### config.mk
export PLATFORM = sky130hd
export DESIGN_NAME = sram_cycle_ctrl
export DESIGN_NICKNAME = d
export VERILOG_FILES = /design/src/rtl/sram_ctrl_pkg.sv /design/src/rtl/sram_interval_timer.sv /design/src/rtl/sram_read_capture.sv /design/src/rtl/sram_cycle_ctrl.sv
export SDC_FILE = /design/constraint.sdc
export NUM_CORES = 1
export LEC_CHECK = 0
export BUFFER_PORTS_ARGS = -buffer_cell sky130_fd_sc_hd__buf_2
export CORE_MARGIN = 8
export CORE_UTILIZATION = 54
export CTS_CLUSTER_DIAMETER = 150
export DETAILED_ROUTE_END_ITERATION = 10
export PLACE_DENSITY = 0.84
export REMOVE_ABC_BUFFERS = 1
export SLEW_MARGIN = 30
export SYNTH_ARGS = -nofsm -noshare
export SYNTH_HDL_FRONTEND = slang
export SYNTH_SLANG_ARGS = --single-unit
### constraint.sdc
create_clock -name clk -period 4 [get_ports clk]
set_clock_uncertainty 0.15 [all_clocks]
set_input_delay 0.4 -clock clk [delete_from_list [all_inputs] [get_ports clk]]
set_output_delay 0.4 -clock clk [all_outputs]
set_load 0.005 [all_outputs]
### src/rtl/sram_ctrl_pkg.sv
package sram_ctrl_pkg;

    typedef enum logic [2:0] {
        ST_IDLE,
        ST_RD_ACC,
        ST_RD_TAIL,
        ST_WR_SETUP,
        ST_WR_LOW,
        ST_WR_REC
    } phase_e;

    // Nanoseconds to whole clock cycles, rounded up, at least one cycle.
    function automatic int ns_to_cyc(input int ns, input int clk_ns);
        int c;
        c = (ns + clk_ns - 1) / clk_ns;
        return (c < 1) ? 1 : c;
    endfunction

    function automatic int imax(input int a, input int b);
        return (a > b) ? a : b;
    endfunction

endpackage

### src/rtl/sram_interval_timer.sv
module sram_interval_timer #(
    parameter int CNT_W = 6
) (
    input  logic             clk,
    input  logic             rst_n,
    input  logic             load,
    input  logic [CNT_W-1:0] load_val,
    output logic [CNT_W-1:0] cnt,
    output logic             expired
);
    logic [CNT_W-1:0] cnt_d, cnt_q;

    always_comb begin
        if (load)
            cnt_d = load_val;
        else if (cnt_q == '0)
            cnt_d = '0;
        else
            cnt_d = cnt_q - 1'b1;
    end

    always_ff @(posedge clk) begin
        if (!rst_n) cnt_q <= '0;
        else        cnt_q <= cnt_d;
    end

    assign cnt     = cnt_q;
    assign expired = (cnt_q == '0);
endmodule

### src/rtl/sram_read_capture.sv
module sram_read_capture #(
    parameter int DATA_W = 4
) (
    input  logic              clk,
    input  logic              rst_n,
    input  logic              capture,
    input  logic [DATA_W-1:0] din,
    output logic [DATA_W-1:0] rdata,
    output logic              rvalid
);
    typedef struct packed {
        logic [DATA_W-1:0] data;
        logic              valid;
    } cap_t;

    cap_t d, q;

    always_comb begin
        d.data  = capture ? din : q.data;
        d.valid = capture;
    end

    always_ff @(posedge clk) begin
        if (!rst_n) q <= '0;
        else        q <= d;
    end

    assign rdata  = q.data;
    assign rvalid = q.valid;

    assert_valid_pulse_R3: assert property (@(posedge clk) disable iff (!rst_n)
        rvalid |=> !rvalid);
endmodule

### src/rtl/sram_cycle_ctrl.sv
module sram_cycle_ctrl
    import sram_ctrl_pkg::*;
#(
    parameter int ADDR_W     = 10,
    parameter int DATA_W     = 4,
    parameter int CLK_NS     = 4,
    parameter int T_RC_NS    = 135,
    parameter int T_AA_NS    = 135,
    parameter int T_AS_NS    = 10,
    parameter int T_CSL_NS   = 25,
    parameter int T_WP_NS    = 50,
    parameter int T_DS_NS    = 35,
    parameter int T_DH_NS    = 5,
    parameter int T_WR_NS    = 5,
    parameter int T_WC_NS    = 135,
    parameter int T_WZ_NS    = 50,
    parameter int T_AW_NS    = 80,
    parameter int T_CW_NS    = 85
) (
    input  logic              clk,
    input  logic              rst_n,
    input  logic              req_valid,
    output logic              req_ready,
    input  logic              req_write,
    input  logic [ADDR_W-1:0] req_addr,
    input  logic [DATA_W-1:0] req_wdata,
    output logic [DATA_W-1:0] rsp_rdata,
    output logic              rsp_valid,
    output logic              mem_cs_n,
    output logic              mem_we_n,
    output logic [ADDR_W-1:0] mem_addr,
    output logic [DATA_W-1:0] mem_dq_o,
    output logic              mem_dq_oe,
    input  logic [DATA_W-1:0] mem_dq_i
);
    // Per-limit cycle counts
    localparam int N_AS  = ns_to_cyc(T_AS_NS,  CLK_NS);
    localparam int N_CSL = ns_to_cyc(T_CSL_NS, CLK_NS);
    localparam int N_WP  = ns_to_cyc(T_WP_NS,  CLK_NS);
    localparam int N_DS  = ns_to_cyc(T_DS_NS,  CLK_NS);
    localparam int N_DH  = ns_to_cyc(T_DH_NS,  CLK_NS);
    localparam int N_WR  = ns_to_cyc(T_WR_NS,  CLK_NS);
    localparam int N_WC  = ns_to_cyc(T_WC_NS,  CLK_NS);
    localparam int N_WZ  = ns_to_cyc(T_WZ_NS,  CLK_NS);
    localparam int N_AW  = ns_to_cyc(T_AW_NS,  CLK_NS);
    localparam int N_CW  = ns_to_cyc(T_CW_NS,  CLK_NS);
    localparam int N_AA  = ns_to_cyc(T_AA_NS,  CLK_NS);
    localparam int N_RC  = ns_to_cyc(T_RC_NS,  CLK_NS);

    // Phase lengths, each covering every limit that bounds it
    localparam int W_SETUP = imax(N_AS, N_CSL);
    localparam int W_LOW   = imax(imax(N_WP, N_WZ + N_DS),
                                  imax(N_AW - W_SETUP, N_CW - W_SETUP));
    localparam int W_REC   = imax(imax(N_DH, N_WR), N_WC - W_SETUP - W_LOW);
    localparam int R_TAIL  = imax(0, N_RC - N_AA);
    localparam int CNT_MAX = imax(imax(W_SETUP, W_LOW), imax(imax(W_REC, R_TAIL), N_AA));
    localparam int CNT_W   = $clog2(CNT_MAX + 1);

    localparam logic [CNT_W-1:0] LD_SETUP = CNT_W'(W_SETUP - 1);
    localparam logic [CNT_W-1:0] LD_LOW   = CNT_W'(W_LOW - 1);
    localparam logic [CNT_W-1:0] LD_REC   = CNT_W'(W_REC - 1);
    localparam logic [CNT_W-1:0] LD_ACC   = CNT_W'(N_AA - 1);
    localparam logic [CNT_W-1:0] LD_TAIL  = CNT_W'(imax(R_TAIL, 1) - 1);
    localparam logic [CNT_W-1:0] OE_ON_AT  = CNT_W'(W_LOW - N_WZ);
    localparam logic [CNT_W-1:0] OE_OFF_AT = CNT_W'(W_REC - N_DH);

    typedef struct packed {
        phase_e            state;
        logic              cs_n;
        logic              we_n;
        logic              oe;
        logic              ready;
        logic [ADDR_W-1:0] addr;
        logic [DATA_W-1:0] wdata;
    } ctrl_t;

    ctrl_t d, q;

    logic             tmr_load;
    logic [CNT_W-1:0] tmr_val;
    logic [CNT_W-1:0] tmr_cnt;
    logic             tmr_done;
    logic             cap_en;

    sram_interval_timer #(.CNT_W(CNT_W)) u_timer (
        .clk      (clk),
        .rst_n    (rst_n),
        .load     (tmr_load),
        .load_val (tmr_val),
        .cnt      (tmr_cnt),
        .expired  (tmr_done)
    );

    sram_read_capture #(.DATA_W(DATA_W)) u_capture (
        .clk     (clk),
        .rst_n   (rst_n),
        .capture (cap_en),
        .din     (mem_dq_i),
        .rdata   (rsp_rdata),
        .rvalid  (rsp_valid)
    );

    always_comb begin
        d        = q;
        tmr_load = 1'b0;
        tmr_val  = '0;
        cap_en   = 1'b0;
        unique case (q.state)
            ST_IDLE: begin
                if (req_valid) begin
                    d.addr   = req_addr;
                    d.cs_n   = 1'b0;
                    d.ready  = 1'b0;
                    tmr_load = 1'b1;
                    if (req_write) begin
                        d.wdata = req_wdata;
                        d.state = ST_WR_SETUP;
                        tmr_val = LD_SETUP;
                    end else begin
                        d.state = ST_RD_ACC;
                        tmr_val = LD_ACC;
                    end
                end
            end
            ST_RD_ACC: begin
                if (tmr_done) begin
                    cap_en = 1'b1;
                    d.cs_n = 1'b1;
                    if (R_TAIL == 0) begin
                        d.state = ST_IDLE;
                        d.ready = 1'b1;
                    end else begin
                        d.state  = ST_RD_TAIL;
                        tmr_load = 1'b1;
                        tmr_val  = LD_TAIL;
                    end
                end
            end
            ST_RD_TAIL: begin
                if (tmr_done) begin
                    d.state = ST_IDLE;
                    d.ready = 1'b1;
                end
            end
            ST_WR_SETUP: begin
                if (tmr_done) begin
                    d.we_n   = 1'b0;
                    d.state  = ST_WR_LOW;
                    tmr_load = 1'b1;
                    tmr_val  = LD_LOW;
                end
            end
            ST_WR_LOW: begin
                d.oe = (tmr_cnt <= OE_ON_AT);
                if (tmr_done) begin
                    d.we_n   = 1'b1;
                    d.cs_n   = 1'b1;
                    d.state  = ST_WR_REC;
                    tmr_load = 1'b1;
                    tmr_val  = LD_REC;
                end
            end
            ST_WR_REC: begin
                d.oe = (tmr_cnt > OE_OFF_AT);
                if (tmr_done) begin
                    d.state = ST_IDLE;
                    d.ready = 1'b1;
                end
            end
            default: d.state = ST_IDLE;
        endcase
    end

    always_ff @(posedge clk) begin
        if (!rst_n) begin
            q.state <= ST_IDLE;
            q.cs_n  <= 1'b1;
            q.we_n  <= 1'b1;
            q.oe    <= 1'b0;
            q.ready <= 1'b1;
            q.addr  <= '0;
            q.wdata <= '0;
        end else begin
            q <= d;
        end
    end

    assign req_ready = q.ready;
    assign mem_cs_n  = q.cs_n;
    assign mem_we_n  = q.we_n;
    assign mem_addr  = q.addr;
    assign mem_dq_o  = q.wdata;
    assign mem_dq_oe = q.oe;

    // Checker counter: cycles the write strobe has been seen low
    logic [CNT_W:0] chk_we_low_q;
    always_ff @(posedge clk) begin
        if (!rst_n)        chk_we_low_q <= '0;
        else if (mem_we_n) chk_we_low_q <= '0;
        else               chk_we_low_q <= chk_we_low_q + 1'b1;
    end

    assert_we_under_cs_R4: assert property (@(posedge clk) disable iff (!rst_n)
        !mem_we_n |-> !mem_cs_n);

    assert_addr_steady_R4: assert property (@(posedge clk) disable iff (!rst_n)
        (!mem_cs_n && $past(!mem_cs_n)) |-> $stable(mem_addr));

    assert_we_width_R5: assert property (@(posedge clk) disable iff (!rst_n)
        $rose(mem_we_n) |-> (chk_we_low_q == (CNT_W+1)'(W_LOW)));

    assert_drive_in_write_R6: assert property (@(posedge clk) disable iff (!rst_n)
        $rose(mem_dq_oe) |-> !mem_we_n);

    assert_busy_selected_R8: assert property (@(posedge clk) disable iff (!rst_n)
        !mem_cs_n |-> !req_ready);
endmodule

==> flow_summary.yaml, run 1 <==
clock_network:
  clk_path_buf_depth: 2
  post-cts-setup-buffers: 0
  post_cts_hold_buffer_count: 0
  cts_repair_resize_count: 0
  path_clk_slew_ps: 100
  tritoncts.num_buffers: 5
  cts_sinks: 32
  ctsRootBufferMaster: "clkbuf_4"
  tritoncts: "yes"
  clock_latency_ps: 330
  cts-htree-levels: 2
pwr:
  power.static_leakage_nw: 0.7534
  powerDensity_nw_per_um2: 683.5
  power_frac_seq_pct: 41.3
  report.power.total_mw: 1.150
  clockPowerShare_pct: 17.8
  p_switching_mw: 0.4362
  peakVddDrop_v: 0.0004306
  power.switching_fraction_pct: 37.92
  pwr-share-comb_pct: 40.9
  p_int_mw: 0.7141
sta:
  achievable-frequency_mhz: 481.9
  final_max_slew_viol_count: 0
  max_slew_headroom_at_the_worst_pin_pct: 47.32
  timing_worst_slew_pin_value_ps: 786.9
  min_period_ps: 2075
  final.setup.tns_ps: 0
  period_share_pct: 51.87
  finalHoldViolCount: 0
  rsz0062_at_grt: "false"
  setup_viol_count_final: 0
global_routing:
  global_route.usage.met2_pct: 23.71
  grt_max_degree: 25
  grt_pass1_wl_um: 5092
  grt.met1_usage_pct: 15.86
  gr-total-overflow: 0
  via_count_of_the_first_global_routing_pass: 1168
  antenna_found_initial: 0
  grt.met3_usage_pct: 4.200
  grt_util_all_layers_pct: 14.07
  gr-max-usage-layer: "met2"
cells_and_area:
  register_area_um2: 640.6
  multi_input_area_um2: 703.2
  post-route-util_pct: 62.10
  final_cells: 234
  filler_cell_count: 253
  layout_area_growth_over_synthesis_pct: 11.06
  fraction_of_layout_cells_with_a_size_suffix_above_1_pct: 29.06
  layout.nets: 228
  diode_insertion_count_for_antenna_repair: 0
routing:
  drtPass1Iterations: 4
  routed_wl_um: 3176
  route.detailed.wl_per_inst_um: 13.57
  route.vias.total: 1232
  drc: 0
  drtAntennaViolNets: 0
  viasPerCell: 5.265
  initialDrtViolationCount: 64
placement:
  placed_insts: 227
  dp.final_hpwl_um: 2355
  portBuffers: 44
  place_congestion: 0.8624
logic_synthesis:
  yosys_warnings: 0
  synth-async-reset-ratio_pct: 0
  synth-edff-count: 0
  synth_xor_xnor_area_share_pct: 2.890
  synth.avg_cell_area_um2: 8.708
  netlist_instances: 174
  synth.ff_latch_count: 32
  netlist-cell-type-count: 36
  yosys.area_share.adder_pct: 2.477
  dominantRegCellSynth: "dfxtp_1"
  synth.most_common_cell: "dfxtp_1"
  combinational_family_with_the_most_area_after_synthesis: "simple AND/OR/NAND/NOR gates"
  synth_simple_gate_area_share_pct: 24.03
  synth_compound_gate_area_share_pct: 14.37
  synthMuxAreaShare_pct: 2.642
  synth_top_cell_area_share_pct: 42.28
  post-synth-top-area-cell: "dfxtp_1"
  synth_top_cells_by_count: "dfxtp_1, nand2_1, a21oi_1"
  ys_top_cells_by_area: "dfxtp_1, buf_4, nand2_1"
  synth-seq-area-share_pct: 42.28
  syn_area_um2: 1515
worst_setup_path:
  worstPathRequired_ps: 4040
  crit_type: "flip-flop to flip-flop"
  arrival_ps: 2110
  critPathCaptureType: "flip-flop"
  worst-path-max-fanout: 17
  critPathLaunchType: "flip-flop"
  rrSetupSlack_ps: 1930
die:
  boundaryPins: 45
  chipHeight_um: 68.97
  start_util_pct: 55.91
  floorplan.die.width_um: 68.97
  fp.dieArea_um2: 4757
  core_um2: 2710
  placement_rows: 19
hold_path:
  hold_path_class: "primary input to flip-flop"
status:
  outcome: "finished clean"
flow_run:
  drv.max_cap_violation_count: 0
cell families (layout without fill, tap and decap cells):
kind of cell    after synthesis  count (layout)
compound gates               36              36
xor+xnor                      5               5
fa+ha+maj                     3               3
buf+inv                      26              55
flops                        32              32
mux                           4               4
simple gates                 68              68
final timing paths:
path | start | to | cells after the start
worst max-delay path | q[20] | mem_dq_o[1] | 4
worst min-delay path | mem_dq_i[2] | u_capture.rdata[2] | 3
worst max register to register | q[20] | mem_dq_o[1] | 4
worst min register to register | mem_addr[4] | mem_addr[4] | 2
metal layers:
metal / vias to the layer above / share of wire [%]
li1: 634 / -
met1: 569 / 43
met2: 24 / 51
met3: 5 / 5.7
met4: 0 / 1.1
met5: - / 0
critical path, stage by stage, from the launching register on:
cell,delay (ps)
dfxtp_1,480
nor4b_4,800
nand2_1,300
nand2_1,130
a21oi_1,60
power by group through the flow:
stage | clock (mW) | combinational, mW | sequential (mW)
final | 0.205 | 0.470 | 0.475
after global routing | 0.224 | 0.529 | 0.486
after CTS | 0.210 | 0.474 | 0.475
after detailed placement | 0 | 0.473 | 0.481
after global placement | 0 | 0.465 | 0.479
after floorplan | 0 | 0.353 | 0.473
stage by stage:
step | worst slack [ps] | instance area [um2] | hold WS (ps)
floorplan | 2184 | 1359 | 302.7
global placement | 1964 | 1618 | 289.8
detailed placement | 1935 | 1618 | 294.6
CTS | 1920 | 1683 | 133.4
global route | 1708 | 1683 | 141.6
finish | 1925 | 1683 | 143.1
flip-flops by register name (all words and copies together), names as in the netlist:
name	count
u_timer.cnt	6
mem_addr	10
mem_dq_oe	1
u_capture.rvalid	1
req_ready	1
mem_dq_o	4
mem_we_n	1
mem_cs_n	1
q	3
u_capture.rdata	4
cells in the final DEF (no fill, tap or decap):
cell type,Yosys,layout
buf_2,2,44
dfxtp_1,32,32
nand2_1,29,29
a21oi_1,19,19
nor2_1,14,14
nand3_1,6,6
xnor2_1,5,5
clkbuf_4,0,5
inv_1,4,4
o21ai_0,4,4
mux2i_1,4,4
nand2b_1,3,3
nor3b_1,3,3
o21a_1,3,3
ha_1,3,3
nand4_1,2,2
a21o_1,2,2
nor3_1,2,2
a31oi_1,2,2
clkbuf_8,0,2
nor4b_4,1,1
nor4_4,1,1
and2_1,1,1
or4b_4,1,1
nand2_2,1,1
a21oi_2,1,1
o31ai_1,1,1
nand4_2,1,1
nor2b_1,1,1
and4_1,1,1
a32oi_1,1,1
nor3_2,1,1
a22oi_1,1,1
o221a_2,1,1
o31a_1,1,1
final cells by class:
cell class	count	area share, %
clock buffers	7	3.866
well taps	31	2.305
flip-flops and latches	32	38.07
inverters	4	0.8922
multi-input cells	116	41.78
repair buffers	44	13.09
No activity file was read; power rests on OpenSTA's default activity.
==> run 2: changes to the inputs <==
--- a/config.mk
+++ b/config.mk
@@ -7,10 +7,10 @@
 export LEC_CHECK = 0
 export BUFFER_PORTS_ARGS = -buffer_cell sky130_fd_sc_hd__buf_2
 export CORE_MARGIN = 8
-export CORE_UTILIZATION = 54
+export CORE_UTILIZATION = 50
 export CTS_CLUSTER_DIAMETER = 150
 export DETAILED_ROUTE_END_ITERATION = 10
-export PLACE_DENSITY = 0.84
+export PLACE_DENSITY = 0.79
 export REMOVE_ABC_BUFFERS = 1
 export SLEW_MARGIN = 30
 export SYNTH_ARGS = -nofsm -noshare
==> constraint.sdc (replaced) <==
create_clock -name clk -period 1.93 [get_ports clk]
set_clock_uncertainty 0.15 [all_clocks]
set_input_delay 0.193 -clock clk [delete_from_list [all_inputs] [get_ports clk]]
set_output_delay 0.193 -clock clk [all_outputs]
set_load 0.005 [all_outputs]
==> flow_summary.yaml, run 2 (same netlist as run 1, synthesis figures left out) <==
worst_setup_path:
  critical_path_s_slowest_cell: "or4b_4"
  worstPathRequired_ps: 2040
  crit-reg2reg-launch: "q[18]"
  worst-path-max-fanout: 13
  critical_path.cell_chain: "or4b_4 -> nor2_1 -> nand2_1 -> o21ai_0"
  arrival_ps: 1760
  rr_endpoint: "u_timer.cnt[5]"
  r2r_cells: 4
  crit_buf_inv: 0
  cpLargestDelayFamily: "simple AND/OR/NAND/NOR gates"
  largest_incremental_delay_on_the_critical_path_ps: 670
  crit_type: "flip-flop to flip-flop"
  crit_cells: 4
  critPathCaptureType: "flip-flop"
  critPathLaunchType: "flip-flop"
  rrSetupSlack_ps: 280
die:
  core_um2: 2978
  boundaryPins: 45
  start_util_pct: 50.88
  fp.dieArea_um2: 5048
  floorplan.die.width_um: 71.05
  placement_rows: 20
  chipHeight_um: 71.05
clock_network:
  cts_sinks: 32
  clk_path_buf_depth: 2
  path_clk_slew_ps: 100
  cts_repair_resize_count: 0
  ctsRootBufferMaster: "clkbuf_4"
  tritoncts.num_buffers: 5
  clock_latency_ps: 330
  cts-htree-levels: 2
  tritoncts: "yes"
global_routing:
  gr-total-overflow: 0
  gr-max-usage-layer: "met2"
  grt_pass1_wl_um: 6189
  grt_max_degree: 25
  grt_util_all_layers_pct: 15.17
  global_route.usage.met2_pct: 26.88
  grt.met1_usage_pct: 15.44
  antenna_found_initial: 0
  grt.met3_usage_pct: 4.802
  via_count_of_the_first_global_routing_pass: 1362
cells_and_area:
  register_area_um2: 640.6
  layout_area_growth_over_synthesis_pct: 25.52
  layout_common_cells: "buf_2, dfxtp_1, nand2_1"
  largest_register_ff_count: 10
  most_common_cell_after_layout_fill_and_taps_aside: "buf_2"
  multi_input_area_um2: 703.2
  diode_insertion_count_for_antenna_repair: 0
  layout.nets: 249
  fraction_of_layout_cells_with_a_size_suffix_above_1_pct: 27.11
  filler_cell_count: 256
sta:
  rsz0062_at_grt: "false"
  timing.final.ws_setup_ps: 280.5
  max_slew_headroom_at_the_worst_pin_pct: 48.29
  timing_worst_slew_pin_value_ps: 774.8
  achievable-frequency_mhz: 606.2
  setup_viol_count_final: 0
  min_period_ps: 1650
  final_max_slew_viol_count: 0
  finalHoldViolCount: 0
  holdWs_ps: 59.90
  period_share_pct: 85.47
  final.setup.tns_ps: 0
status:
  outcome: "finished clean"
hold_path:
  min_delay_path_depth: 3
  hold_path_class: "primary input to flip-flop"
  holdPathEnd: "mem_dq_o[0]"
  worstHoldStart: "req_write"
pwr:
  powerDensity_nw_per_um2: 1326
  peakVddDrop_v: 0.0006875
  report.power.total_mw: 2.521
  power.static_leakage_nw: 0.8481
routing:
  routed_wl_um: 3739
  drtPass1Iterations: 4
  route.vias.total: 1342
  viasPerCell: 5.202
  drtAntennaViolNets: 0
  route.detailed.wl_per_inst_um: 14.49
  initialDrtViolationCount: 111
  drc: 0
flow_run:
  drv.max_cap_violation_count: 0
placement:
  dp.final_hpwl_um: 2485
  portBuffers: 44
  place_congestion: 0.8436
  pre_cts_slack_ps: 295.8
[run 2: cell count changes in the layout (fill, tap and decap cells not counted)]
cell           previous run  this run
dlygate4sd3_1             0        19
buf_4                     0         2
clkbuf_8                  2         0
bufinv_16                 0         1
clkbuf_1                  0         1
clkinv_2                  0         1
[run 2: stage by stage]
stage	utilization (%)	instances	area, um2
4_1_cts	63.87	258	1902
2_1_floorplan	-	152	1359
3_3_place_gp	54.92	231	1635
6_report	63.87	258	1902
3_5_place_dp	54.92	231	1635
5_1_grt	63.87	258	1902
[run 2: cell type report]
type / instances / share of cell area [%]
well taps: 33 / 2.171
multi-input cells: 116 / 36.97
clock inverters: 2 / 1.842
repair buffers: 65 / 22.37
clock buffers: 6 / 2.171
inverters: 4 / 0.7895
flip-flops and latches: 32 / 33.68
[run 2: routing by layer]
metal  up-vias  part of all wire [%]
li1        675                     -
met1       621                    40
met2        34                    52
met3        12                   4.9
met4         0                   3.2
met5         -                     0
[run 2: how the worst max path moves through the flow]
stage	slack, ps	from	endpoint
floorplan	110	q[20]	u_timer.cnt[0]
global placement	310	q[18]	u_timer.cnt[5]
detailed placement	300	u_timer.cnt[3]	u_capture.rdata[0]
CTS	280	u_timer.cnt[3]	u_capture.rdata[0]
global route	170	u_timer.cnt[3]	u_timer.cnt[0]
finish	280	q[18]	u_timer.cnt[5]
[run 2: tightest hold or removal path, cell delays in order]
cell,delay [ps]
buf_2,150
nand3_1,100
a21oi_1,60
[run 2: where the power goes]
| group | total, mW | switching, mW | internal [mW] |
|---|---|---|---|
| logic | 1.04 | 0.542 | 0.498 |
| registers | 0.981 | 0.168 | 0.812 |
| clock network | 0.501 | 0.230 | 0.271 |
[run 2: what timing repair did]
item / CTS / global route
hold buffers: 19 / 0
endpoints found under the hold margin: 20 / 0
buffers inserted: 0 / 0
==> run 3: changes to the inputs <==
--- a/config.mk
+++ b/config.mk
@@ -10,7 +10,7 @@
 export CORE_UTILIZATION = 50
 export CTS_CLUSTER_DIAMETER = 150
 export DETAILED_ROUTE_END_ITERATION = 10
-export PLACE_DENSITY = 0.79
+export PLACE_DENSITY_LB_ADDON = 0.15
 export REMOVE_ABC_BUFFERS = 1
 export SLEW_MARGIN = 30
 export SYNTH_ARGS = -nofsm -noshare
==> flow_summary.yaml, run 3 (same netlist as run 1, synthesis figures left out) <==
status:
  outcome: "finished clean"
die:
  start_util_pct: 50.88
  placement_rows: 20
  fp.dieArea_um2: 5048
  boundaryPins: 45
  floorplan.die.width_um: 71.05
  chipHeight_um: 71.05
  core_um2: 2978
sta:
  final_max_slew_viol_count: 0
  period_share_pct: 87.46
  achievable-frequency_mhz: 592.4
  min_period_ps: 1688
  finalHoldViolCount: 0
  final.setup.tns_ps: 0
  setup_viol_count_final: 0
  timing_worst_slew_pin_value_ps: 773.9
  rsz0062_at_grt: "false"
  max_slew_headroom_at_the_worst_pin_pct: 48.35
routing:
  initialDrtViolationCount: 59
  drc: 0
  drtPass1Iterations: 4
  viasPerCell: 5.046
  route.vias.total: 1307
  route.detailed.wl_per_inst_um: 13.64
  drtAntennaViolNets: 0
  routed_wl_um: 3532
worst_setup_path:
  critPathLaunchType: "flip-flop"
  critPathCaptureType: "flip-flop"
  worstPathRequired_ps: 2050
  worst-path-max-fanout: 13
  crit_type: "flip-flop to flip-flop"
  arrival_ps: 1810
cells_and_area:
  final_cells: 259
  layout_area_growth_over_synthesis_pct: 27.25
  largest_register_ff_count: 10
  diode_insertion_count_for_antenna_repair: 0
  layout.nets: 250
  fraction_of_layout_cells_with_a_size_suffix_above_1_pct: 27.88
  most_common_cell_after_layout_fill_and_taps_aside: "buf_2"
  layout_common_cells: "buf_2, dfxtp_1, nand2_1"
clock_network:
  cts-htree-levels: 2
  ctsRootBufferMaster: "clkbuf_4"
  clock_latency_ps: 340
  tritoncts.num_buffers: 5
  cts_repair_resize_count: 0
  tritoncts: "yes"
  path_clk_slew_ps: 100
  clk_path_buf_depth: 2
  cts_sinks: 32
pwr:
  powerDensity_nw_per_um2: 1349
  peakVddDrop_v: 0.0007174
  power.static_leakage_nw: 0.8624
global_routing:
  via_count_of_the_first_global_routing_pass: 1331
  gr-total-overflow: 0
  antenna_found_initial: 0
  grt_util_all_layers_pct: 14.98
  grt_max_degree: 25
  grt_pass1_wl_um: 6023
placement:
  place_congestion: 0.8045
  placed_insts: 232
  dp.final_hpwl_um: 2454
  portBuffers: 44
hold_path:
  hold_path_class: "primary input to flip-flop"
flow_run:
  drv.max_cap_violation_count: 0
run 3: critical path, stage by stage, from the launching register on:
cell	delay (ps)
dfxtp_1	450
or4b_4	670
nor2_1	210
nand2_1	70
o21ai_0	60
run 3: path summary, 6_finish.rpt:
check	cells after the start	startpoint	slack (ps)	endpoint
setup / recovery	4	q[18]	240	u_timer.cnt[5]
setup reg to reg	4	q[18]	240	u_timer.cnt[5]
hold / removal	3	req_write	30	mem_dq_o[1]
hold reg to reg	2	mem_addr[2]	310	mem_addr[2]
run 3: through the flow:
step / hold slack [ps] / power, mW / util (%) / instance area (um2) / setup WS, ps
final: 32.06 / 2.600 / 64.75 / 1928 / 242.0
after global routing: 29.68 / 2.785 / 64.75 / 1928 / 127.1
after CTS: 15.25 / 2.617 / 64.75 / 1928 / 258.7
after detailed placement: 285.4 / 2.009 / 55.17 / 1643 / 278.5
after global placement: 274.4 / 1.974 / 55.17 / 1643 / 282.0
after floorplan: 116.9 / 1.711 / - / 1359 / 114.3
run 3: where the power goes:
part	switching (mW)	internal (mW)	total [mW]
sequential	0.173	0.812	0.986
combinational	0.535	0.503	1.04
clock	0.232	0.344	0.576
run 3: routing by layer:
metal / wire length [um] / global-route usage (%) / share of wire [%]
met5: 0 / 0 / 0
met4: 51 / 5.543 / 1.4
met3: 163 / 5.791 / 4.6
met2: 1722 / 25.23 / 49
met1: 1595 / 16.61 / 45
run 3: area by class of cell:
class / instances / area (um2)
well taps: 33 / 41.29
multi-input cells: 116 / 703.2
repair buffers: 66 / 432.9
flip-flops and latches: 32 / 640.6
clock inverters: 1 / 30.03
fillers: 250 / 1050
inverters: 4 / 15.01
clock buffers: 7 / 65.06
run 3: timing repair:
item | 4_1_cts | 5_1_grt
endpoints found under the hold margin | 21 | 0
buffers inserted | 0 | 0
hold buffers | 19 | 0
